### src/rtl/lcd_tg_pkg.sv
package lcd_tg_pkg;
   // timing word: fields decoded by the axis counters, bit order is fixed
   typedef struct packed {
      logic [9:0]  back;
      logic [10:0] pulse;
      logic [10:0] front;
   } sync_word_t;

   localparam int unsigned ADR_MODE = 0;
   localparam int unsigned ADR_SIZE = 1;
   localparam int unsigned ADR_HTIM = 2;
   localparam int unsigned ADR_VTIM = 3;
   localparam int unsigned ADR_POL  = 4;
   localparam int unsigned ADR_DIV  = 5;
   localparam int unsigned ADR_UPD  = 6;
   localparam int unsigned ADR_BAR0 = 8;

   localparam int unsigned RASTER_BIT = 14;
   localparam int unsigned PCLK_INV_BIT = 6;
   localparam int unsigned REQ_BIT = 30;
   localparam int unsigned AUTO_BIT = 31;
   localparam logic [1:0]  DM_BARS = 2'd3;
endpackage

### src/rtl/lcd_tg_regs.sv
module lcd_tg_regs
   import lcd_tg_pkg::*;
#(
   parameter int ADDR_W   = 4,
   parameter int CNT_W    = 16,
   parameter int DIV_W    = 8,
   parameter int NUM_BARS = 8
) (
   input  logic                     clk,
   input  logic                     rst_n,
   input  logic                     wr,
   input  logic [ADDR_W-1:0]        addr,
   input  logic [31:0]              wdata,
   input  logic                     frame_end,
   output logic                     raster_en,
   output logic [1:0]               disp_mode,
   output logic [CNT_W-5:0]         width16,
   output logic [CNT_W-1:0]         height,
   output sync_word_t               htim,
   output sync_word_t               vtim,
   output logic                     pol_h,
   output logic                     pol_v,
   output logic                     pclk_inv,
   output logic [DIV_W-1:0]         div_m1,
   output logic [NUM_BARS*24-1:0]   col_flat
);
   localparam int ACT_W = CNT_W - 4;

   logic [ACT_W-1:0] sh_w16;
   logic [CNT_W-1:0] sh_height;
   sync_word_t       sh_h, sh_v;
   logic [2:0]       sh_pol;
   logic [DIV_W-1:0] sh_div;
   logic             req_q, auto_q;
   logic             commit, upd_wr;

   assign upd_wr = wr && (addr == ADDR_W'(ADR_UPD));
   assign commit = (req_q || auto_q) && (frame_end || !raster_en);

   always_ff @(posedge clk or negedge rst_n) begin
      if (!rst_n) begin
         raster_en <= 1'b0;
         disp_mode <= '0;
         sh_w16    <= '0;
         sh_height <= '0;
         sh_h      <= '0;
         sh_v      <= '0;
         sh_pol    <= '0;
         sh_div    <= '0;
         req_q     <= 1'b0;
         auto_q    <= 1'b0;
      end else begin
         if (commit) req_q <= 1'b0;
         if (wr) begin
            if (addr == ADDR_W'(ADR_MODE)) begin
               raster_en <= wdata[RASTER_BIT];
               disp_mode <= wdata[1:0];
            end
            if (addr == ADDR_W'(ADR_SIZE)) begin
               sh_w16    <= wdata[ACT_W-1:0];
               sh_height <= wdata[16 +: CNT_W];
            end
            if (addr == ADDR_W'(ADR_HTIM)) sh_h <= sync_word_t'(wdata);
            if (addr == ADDR_W'(ADR_VTIM)) sh_v <= sync_word_t'(wdata);
            if (addr == ADDR_W'(ADR_POL))
               sh_pol <= {wdata[PCLK_INV_BIT], wdata[1], wdata[0]};
            if (addr == ADDR_W'(ADR_DIV)) sh_div <= wdata[DIV_W-1:0];
            if (upd_wr) begin
               auto_q <= wdata[AUTO_BIT];
               req_q  <= wdata[REQ_BIT];
            end
         end
      end
   end

   // live set, loaded only at a commit
   always_ff @(posedge clk or negedge rst_n) begin
      if (!rst_n) begin
         width16  <= '0;
         height   <= '0;
         htim     <= '0;
         vtim     <= '0;
         {pclk_inv, pol_v, pol_h} <= '0;
         div_m1   <= '0;
      end else if (commit) begin
         width16  <= sh_w16;
         height   <= sh_height;
         htim     <= sh_h;
         vtim     <= sh_v;
         {pclk_inv, pol_v, pol_h} <= sh_pol;
         div_m1   <= sh_div;
      end
   end

   for (genvar g = 0; g < NUM_BARS; g++) begin : g_bar_reg
      always_ff @(posedge clk or negedge rst_n) begin
         if (!rst_n) col_flat[g*24 +: 24] <= '0;
         else if (wr && addr == ADDR_W'(ADR_BAR0 + g)) col_flat[g*24 +: 24] <= wdata[23:0];
      end
   end

   // a serviced request does not survive its commit
   assert_req_clears_R7: assert property (@(posedge clk) disable iff (!rst_n)
      (commit && !upd_wr) |=> !req_q);
endmodule

### src/rtl/lcd_tg_clkdiv.sv
module lcd_tg_clkdiv #(
   parameter int DIV_W = 8
) (
   input  logic             clk,
   input  logic             rst_n,
   input  logic             en,
   input  logic [DIV_W-1:0] ratio_m1,
   input  logic             inv,
   output logic             pix_ce,
   output logic             pclk_o
);
   logic [DIV_W-1:0] cnt;
   logic [DIV_W:0]   half;

   assign half   = ({1'b0, ratio_m1} + (DIV_W+1)'(1)) >> 1;
   assign pix_ce = en && (cnt >= ratio_m1);
   assign pclk_o = ({1'b0, cnt} >= half) ^ inv;

   always_ff @(posedge clk or negedge rst_n) begin
      if (!rst_n)                         cnt <= '0;
      else if (!en || cnt >= ratio_m1)    cnt <= '0;
      else                                cnt <= cnt + DIV_W'(1);
   end

   // ticks are spaced by the programmed ratio
   assert_tick_gap_R4: assert property (@(posedge clk) disable iff (!rst_n)
      pix_ce |=> (ratio_m1 == '0 || !pix_ce));
   assert_cnt_bound_R4: assert property (@(posedge clk) disable iff (!rst_n)
      en |-> cnt <= ratio_m1);
endmodule

### src/rtl/lcd_tg_axis.sv
module lcd_tg_axis #(
   parameter int CNT_W = 16
) (
   input  logic             clk,
   input  logic             rst_n,
   input  logic             en,
   input  logic             step,
   input  logic [10:0]      pulse,
   input  logic [9:0]       back,
   input  logic [10:0]      front,
   input  logic [CNT_W-1:0] act,
   output logic             last,
   output logic             sync_on,
   output logic             active,
   output logic [CNT_W-1:0] pos
);
   localparam int TW = CNT_W + 2;

   logic [TW-1:0] cnt, act_lo, act_hi, total;

   always_comb begin
      act_lo = TW'(pulse) + TW'(back);
      act_hi = act_lo + TW'(act);
      total  = act_hi + TW'(front);
   end

   assign last    = (cnt + TW'(1)) >= total;
   assign sync_on = cnt < TW'(pulse);
   assign active  = (cnt >= act_lo) && (cnt < act_hi);
   assign pos     = active ? CNT_W'(cnt - act_lo) : '0;

   always_ff @(posedge clk or negedge rst_n) begin
      if (!rst_n)      cnt <= '0;
      else if (!en)    cnt <= '0;
      else if (step)   cnt <= last ? '0 : cnt + TW'(1);
   end

   // R1 (line length) / R2 (frame length): count stays inside its period
   assert_cnt_range_R1: assert property (@(posedge clk) disable iff (!rst_n)
      (en && total != '0) |-> cnt < total);
endmodule

### src/rtl/lcd_tg_bars.sv
module lcd_tg_bars #(
   parameter int ACT_W    = 12,
   parameter int NUM_BARS = 8
) (
   input  logic                   clk,
   input  logic                   rst_n,
   input  logic                   pix_ce,
   input  logic                   de,
   input  logic                   line_last,
   input  logic                   show,
   input  logic [ACT_W-1:0]       width16,
   input  logic [NUM_BARS*24-1:0] col_flat,
   output logic [23:0]            rgb
);
   localparam int IW    = $clog2(NUM_BARS);
   localparam int SHIFT = 4 - IW;
   localparam int SUBW  = ACT_W + 4;

   logic [SUBW-1:0] bar_w, sub;
   logic [IW-1:0]   idx;
   logic [23:0]     col_arr [NUM_BARS];

   for (genvar g = 0; g < NUM_BARS; g++) begin : g_col
      assign col_arr[g] = col_flat[g*24 +: 24];
   end

   assign bar_w = SUBW'(width16) << SHIFT;

   always_ff @(posedge clk or negedge rst_n) begin
      if (!rst_n) begin
         sub <= '0;
         idx <= '0;
      end else if (!de) begin
         sub <= '0;
         idx <= '0;
      end else if (pix_ce) begin
         if (line_last) begin
            sub <= '0;
            idx <= '0;
         end else if (sub == bar_w - SUBW'(1)) begin
            sub <= '0;
            idx <= idx + IW'(1);
         end else begin
            sub <= sub + SUBW'(1);
         end
      end
   end

   assign rgb = (show && de) ? col_arr[idx] : 24'h0;
endmodule

### src/rtl/lcd_timing_gen.sv
module lcd_timing_gen
   import lcd_tg_pkg::*;
#(
   parameter int CNT_W    = 16,
   parameter int DIV_W    = 8,
   parameter int NUM_BARS = 8,
   parameter int ADDR_W   = 4
) (
   input  logic              clk,
   input  logic              rst_n,
   input  logic              reg_wr,
   input  logic [ADDR_W-1:0] reg_addr,
   input  logic [31:0]       reg_wdata,
   output logic              pix_ce,
   output logic              pclk_o,
   output logic              hsync_o,
   output logic              vsync_o,
   output logic              de_o,
   output logic [CNT_W-1:0]  px_x,
   output logic [CNT_W-1:0]  px_y,
   output logic [23:0]       rgb_o
);
   localparam int ACT_W = CNT_W - 4;

   if (CNT_W < 12 || CNT_W > 16) begin : g_bad_cnt_w
      $error("CNT_W must lie in 12..16");
   end
   if (DIV_W < 1 || DIV_W > 32) begin : g_bad_div_w
      $error("DIV_W must lie in 1..32");
   end
   if (NUM_BARS != 2 && NUM_BARS != 4 && NUM_BARS != 8 && NUM_BARS != 16) begin : g_bad_bars
      $error("NUM_BARS must be 2, 4, 8 or 16");
   end
   if (ADR_BAR0 + NUM_BARS > (1 << ADDR_W)) begin : g_bad_addr_w
      $error("ADDR_W too narrow for the bar colour registers");
   end

   logic                   raster_en, pol_h, pol_v, pclk_inv;
   logic [1:0]             disp_mode;
   logic [ACT_W-1:0]       width16;
   logic [CNT_W-1:0]       height;
   sync_word_t             htim, vtim;
   logic [DIV_W-1:0]       div_m1;
   logic [NUM_BARS*24-1:0] col_flat;
   logic                   h_last, v_last, h_sync, v_sync, h_act, v_act, frame_end;
   logic [CNT_W-1:0]       hpos, vpos;

   assign frame_end = pix_ce && h_last && v_last;

   lcd_tg_regs #(.ADDR_W(ADDR_W), .CNT_W(CNT_W), .DIV_W(DIV_W), .NUM_BARS(NUM_BARS)) u_regs (
      .clk(clk), .rst_n(rst_n), .wr(reg_wr), .addr(reg_addr), .wdata(reg_wdata),
      .frame_end(frame_end), .raster_en(raster_en), .disp_mode(disp_mode),
      .width16(width16), .height(height), .htim(htim), .vtim(vtim),
      .pol_h(pol_h), .pol_v(pol_v), .pclk_inv(pclk_inv), .div_m1(div_m1),
      .col_flat(col_flat)
   );

   lcd_tg_clkdiv #(.DIV_W(DIV_W)) u_div (
      .clk(clk), .rst_n(rst_n), .en(raster_en), .ratio_m1(div_m1), .inv(pclk_inv),
      .pix_ce(pix_ce), .pclk_o(pclk_o)
   );

   lcd_tg_axis #(.CNT_W(CNT_W)) u_hor (
      .clk(clk), .rst_n(rst_n), .en(raster_en), .step(pix_ce),
      .pulse(htim.pulse), .back(htim.back), .front(htim.front),
      .act({width16, 4'b0000}),
      .last(h_last), .sync_on(h_sync), .active(h_act), .pos(hpos)
   );

   lcd_tg_axis #(.CNT_W(CNT_W)) u_ver (
      .clk(clk), .rst_n(rst_n), .en(raster_en), .step(pix_ce && h_last),
      .pulse(vtim.pulse), .back(vtim.back), .front(vtim.front),
      .act(height),
      .last(v_last), .sync_on(v_sync), .active(v_act), .pos(vpos)
   );

   assign de_o    = raster_en && h_act && v_act;
   assign hsync_o = (raster_en && h_sync) ^ pol_h;
   assign vsync_o = (raster_en && v_sync) ^ pol_v;
   assign px_x    = de_o ? hpos : '0;
   assign px_y    = de_o ? vpos : '0;

   lcd_tg_bars #(.ACT_W(ACT_W), .NUM_BARS(NUM_BARS)) u_bars (
      .clk(clk), .rst_n(rst_n), .pix_ce(pix_ce), .de(de_o), .line_last(h_last),
      .show(disp_mode == DM_BARS), .width16(width16), .col_flat(col_flat),
      .rgb(rgb_o)
   );

   // the visible area never overlaps a sync pulse
   assert_de_outside_sync_R1: assert property (@(posedge clk) disable iff (!rst_n)
      de_o |-> (hsync_o == pol_h && vsync_o == pol_v));
   // a stopped raster emits no ticks and no visible pixels
   assert_idle_quiet_R9: assert property (@(posedge clk) disable iff (!rst_n)
      !raster_en |-> (!pix_ce && !de_o && rgb_o == 24'h0));
endmodule

### config.mk
export PLATFORM = sky130hd
export DESIGN_NAME = lcd_timing_gen
export DESIGN_NICKNAME = d
export VERILOG_FILES = /design/src/rtl/lcd_tg_pkg.sv /design/src/rtl/lcd_tg_regs.sv /design/src/rtl/lcd_tg_clkdiv.sv /design/src/rtl/lcd_tg_axis.sv /design/src/rtl/lcd_tg_bars.sv /design/src/rtl/lcd_timing_gen.sv
export SDC_FILE = /design/constraint.sdc
export NUM_CORES = 1
export LEC_CHECK = 0
export BUFFER_PORTS_ARGS = -buffer_cell sky130_fd_sc_hd__clkbuf_2
export CAP_MARGIN = 0
export CORE_ASPECT_RATIO = 0.5
export CORE_MARGIN = 8
export CORE_UTILIZATION = 60
export CTS_BUF_LIST = sky130_fd_sc_hd__clkbuf_8
export CTS_CLUSTER_DIAMETER = 40
export CTS_CLUSTER_SIZE = 16
export DETAILED_ROUTE_END_ITERATION = 10
export PLACE_DENSITY_LB_ADDON = 0.2
export SETUP_SLACK_MARGIN = 0.3
export SLEW_MARGIN = 15
export SYNTH_ARGS = -nofsm -noshare
export SYNTH_HDL_FRONTEND = slang
export SYNTH_SLANG_ARGS = --single-unit
### constraint.sdc
create_clock -name clk -period 18.93 [get_ports clk]
set_input_delay 4.7325 -clock clk [delete_from_list [all_inputs] [get_ports clk]]
set_output_delay 4.7325 -clock clk [all_outputs]
set_load 0.03 [all_outputs]
==> metrics.md <==
| Metric | Value |
|---|---|
| # resized after CTS | `0` |
| Die area | `53030 um^2` |
| Detailed Place HPWL | `47.34 mm` |
| Setup TNS Final | `0 ps` |
| Global-route wire length before repair | `106.5 mm` |
| Cell taking the most area after synthesis | `dfrtp_1` |
| Final Util | `0.6482` |
| Synth cell types | `76` |
| Layout cells sized above 1 | `0.2758` |
| Worst Setup EP | `rgb_o[5]` |
| Cts hold-fix bufs | `0` |
| Worst endpoint required time | `14200 ps` |
| Total Power | `5.518 mW` |
| Clock Latency Late Sink | `620 ps` |
| Unrepaired setup endpoints after global routing | `no` |
| # setup viols final | `0` |
| Nets@finish | `2701` |
| Worst-case reg-to-reg path depth | `30` |
| R2r endpoint | `u_regs.div_m1[2]` |
| Tot GR Track Use | `0.2471` |
| Drt pass-1 iters | `5` |
| Tightest Pin Transition | `1165 ps` |
| Slew headroom | `0.2214` |
| Share of the synthesized area in the top cell type | `0.4268` |
| Avg WL per Cell | `21.57 um` |
| Gpl congestion | `0.9006` |
| # Post-CTS Setup Buffers | `0` |
| # clock sinks | `466` |
| Maximum net fanout on the critical path | `46` |
| GRT Residual Overflow | `0` |
| Critical path startpoint | `u_regs.htim[11]` |
| PD cells | `188.9 nW/um^2` |
| Reg-to-reg critical path startpoint | `u_regs.vtim[11]` |
| Initial Utilization | `0.6061` |
| Critical Path AT | `7100 ps` |
| Ports | `100` |
| Met3 WL | `3.005 mm` |
| Die Ht | `166.9 um` |
| XOR/XNOR Fraction of Synth Area | `0.04520` |
| DR iter-0 viols | `1321` |
| EDFF count, synth | `0` |
| Initial antenna violation count | `6` |
| Leak | `13.55 nW` |
| P&R area growth vs syn | `6.933%` |
| Vias in the first global route | `18990` |
| Final hold violation count | `0` |
| Standard-cell rows | `55` |
| Worst setup SP type | `register` |
| Min-delay worst type | `reg2reg` |
| Via Count | `18770` |
| Crit path buf inv count | `4` |
| Chip Width | `317.8 um` |
| Finished Cell Area | `29220 um^2` |
| CTS root buf | `clkbuf_8` |
| Syn. warnings | `0` |
| Slowest cell on crit path | `a31o_4` |
| Final hold slack | `488.5 ps` |
| Status | `completed` |
| Crit Path Class | `reg2out` |
| Cell count along the critical path | `27` |
| Core ar. | `45070 um^2` |
| Synth Area in Simple Gates | `0.09287` |
| CTS tree | `done` |
| Mux cell area share after synthesis | `0.2155` |
| Largest net degree at the start of global routing | `130` |
| Synth top area cells | `dfrtp_1, mux2_2, ha_1, mux4_2, xnor2_1` |
| WL final | `66.39 mm` |
| Async SR Flop Fraction | `1.000` |
| Antenna Violating Nets Remaining | `0` |
| Metal2 WL | `31.23 mm` |
| Synth Area in Adders | `0.09645` |
| DP Area | `28340 um^2` |
| M1 WL | `30.60 mm` |
| Primary FF master, synth | `dfrtp_1` |
| CP Capture Type | `output port` |
| Ant diodes | `0` |
| Main combinational cell family by area after synthesis | `multiplexers` |
| Tcrit/Tclk final | `0.6251` |
| Reg2reg setup slack | `11590 ps` |
| Mean Syn Cell Area | `11.38 um^2` |
| FMAX | `84.50 MHz` |
| Post-layout min period | `11830 ps` |
| Top routing layer used | `met4` |
| DRC Markers | `0` |
| Mapped Cells | `2400` |
| Cell family with most CP delay | `compound AO/OA/AOI/OAI gates` |
| Register bit total from synthesis | `466` |
| H-tree levels | `2` |
| I/O Buffers | `99` |
| Vias/cell | `6.097` |
| CTS Buf Count | `43` |
| Worst VDD drop | `0.0001807 V` |
| Synth Area in Compound Gates | `0.08875` |
| Worst-case clock buffer depth | `3` |
| Max Clock Skew | `30.86 ps` |
| Max-slew violations | `0` |
| MaxCap Viol Count | `0` |
| Sequential share of the synthesized area | `0.4268` |
| Most frequent CP cell | `o21ai_0` |
| Slowest Stage Delay on Critical Path | `440 ps` |
| Reg clk slew, reported paths | `100 ps` |
| Cell area after synthesis | `27320 um^2` |
[cell usage in the layout, fill, tap and decap left out, drive strengths merged, types with 21 or more instances in the layout]
cell and n:
ha 197, nor2 129, inv 129, mux4 48, mux2 402, a21oi 92
a22o 21, a21o 53, and3 28, xor2 54, nor3 78, nand3 48
nand2b 22, mux2i 28, dfrtp 466, buf 29, nand2 87, xnor2 87
o21ai 95, clkbuf 146
[cell type report]
class | count | area (um^2)
clock buffers | 48 | 660.6
clock inverters | 20 | 212.7
fillers | 3493 | 15860
inverters | 116 | 435.4
multi-input cells | 1703 | 14780
flip-flops and latches | 466 | 11670
well taps | 598 | 748.2
repair buffers | 127 | 715.7
[through the flow]
stage	std cells	setup slack, ps
4_1_cts	3078	7087
3_3_place_gp	3010	7945
6_report	3078	7096
5_1_grt	3078	6545
2_1_floorplan	2401	8337
3_5_place_dp	3010	7817
[cells in the mapped netlist (14+ instances only)]
| master | n |
|---|---|
| nand3b_1 | 14 |
| a22o_1 | 21 |
| o21ai_0 | 87 |
| or2_2 | 15 |
| nor3_1 | 77 |
| mux4_2 | 48 |
| nand2b_1 | 22 |
| mux2_2 | 402 |
| nor2b_1 | 19 |
| xor2_1 | 54 |
| nor2_1 | 129 |
| a21o_1 | 53 |
| xnor2_1 | 87 |
| nand2_1 | 87 |
| mux2i_1 | 28 |
| a21oi_1 | 91 |
| a211oi_1 | 17 |
| and3_1 | 28 |
| ha_1 | 197 |
| dfrtp_1 | 466 |
| clkbuf_1 | 80 |
| inv_1 | 116 |
| nand3_1 | 48 |
[cell families (layout without fill, tap and decap cells)]
kind of cell / count (synthesis) / after routing
other: 1 / 2
AND/OR/NAND/NOR: 501 / 501
buffers and inverters: 232 / 311
multiplexers: 478 / 478
XOR/XNOR: 141 / 141
AO/OA/AOI/OAI: 375 / 375
adder cells (fa/ha/maj): 206 / 206
flip-flops: 466 / 466
[how the worst min path moves through the flow]
stage / startpoint / endpoint / slack [ps] / cells after the start
global route: u_regs.sh_height[14] / u_regs.height[14] / 520 / 1
global placement: u_regs.sh_height[8] / u_regs.height[8] / 480 / 1
CTS: u_regs.sh_div[6] / u_regs.div_m1[6] / 490 / 1
finish: u_regs.sh_div[6] / u_regs.div_m1[6] / 490 / 1
detailed placement: u_regs.sh_w16[1] / u_regs.width16[1] / 490 / 1
floorplan: u_regs.col_flat[0] / u_regs.col_flat[0] / 470 / 1
[flip-flops by register name, summed over array words and instances (netlist names), 12 cells and up]
| register | count |
|---|---|
| u_regs.col_flat | 192 |
| u_regs.htim | 32 |
| u_regs.sh_h | 32 |
| u_regs.sh_v | 32 |
| u_regs.vtim | 32 |
| u_hor.cnt | 18 |
| u_ver.cnt | 18 |
| u_bars.sub | 16 |
| u_regs.height | 16 |
| u_regs.sh_height | 16 |
| u_regs.sh_w16 | 12 |
| u_regs.width16 | 12 |
[worst register-to-register path: cells and delay by family, from the launching register on]
| family | cells | cell delay, ps |
|---|---|---|
| compound gates | 13 | 2530 |
| buf+inv | 2 | 760 |
| flops | 1 | 380 |
| xor+xnor | 3 | 560 |
| mux | 1 | 440 |
| simple gates | 6 | 990 |
| fa+ha+maj | 5 | 1550 |
[power breakdown]
part | switching [mW] | internal, mW | total [mW]
Sequential | 0.212 | 1.25 | 1.46
Clock | 0.378 | 0.262 | 0.641
Combinational | 1.88 | 1.54 | 3.42
[routing by layer]
| metal | vias up | track usage |
|---|---|---|
| met2 | 351 | 0.4109 |
| met4 | 0 | 0.06054 |
| li1 | 8766 | - |
| met5 | - | 0 |
| met3 | 103 | 0.03472 |
| met1 | 9547 | 0.3421 |
No activity file was read; power rests on OpenSTA's default activity.
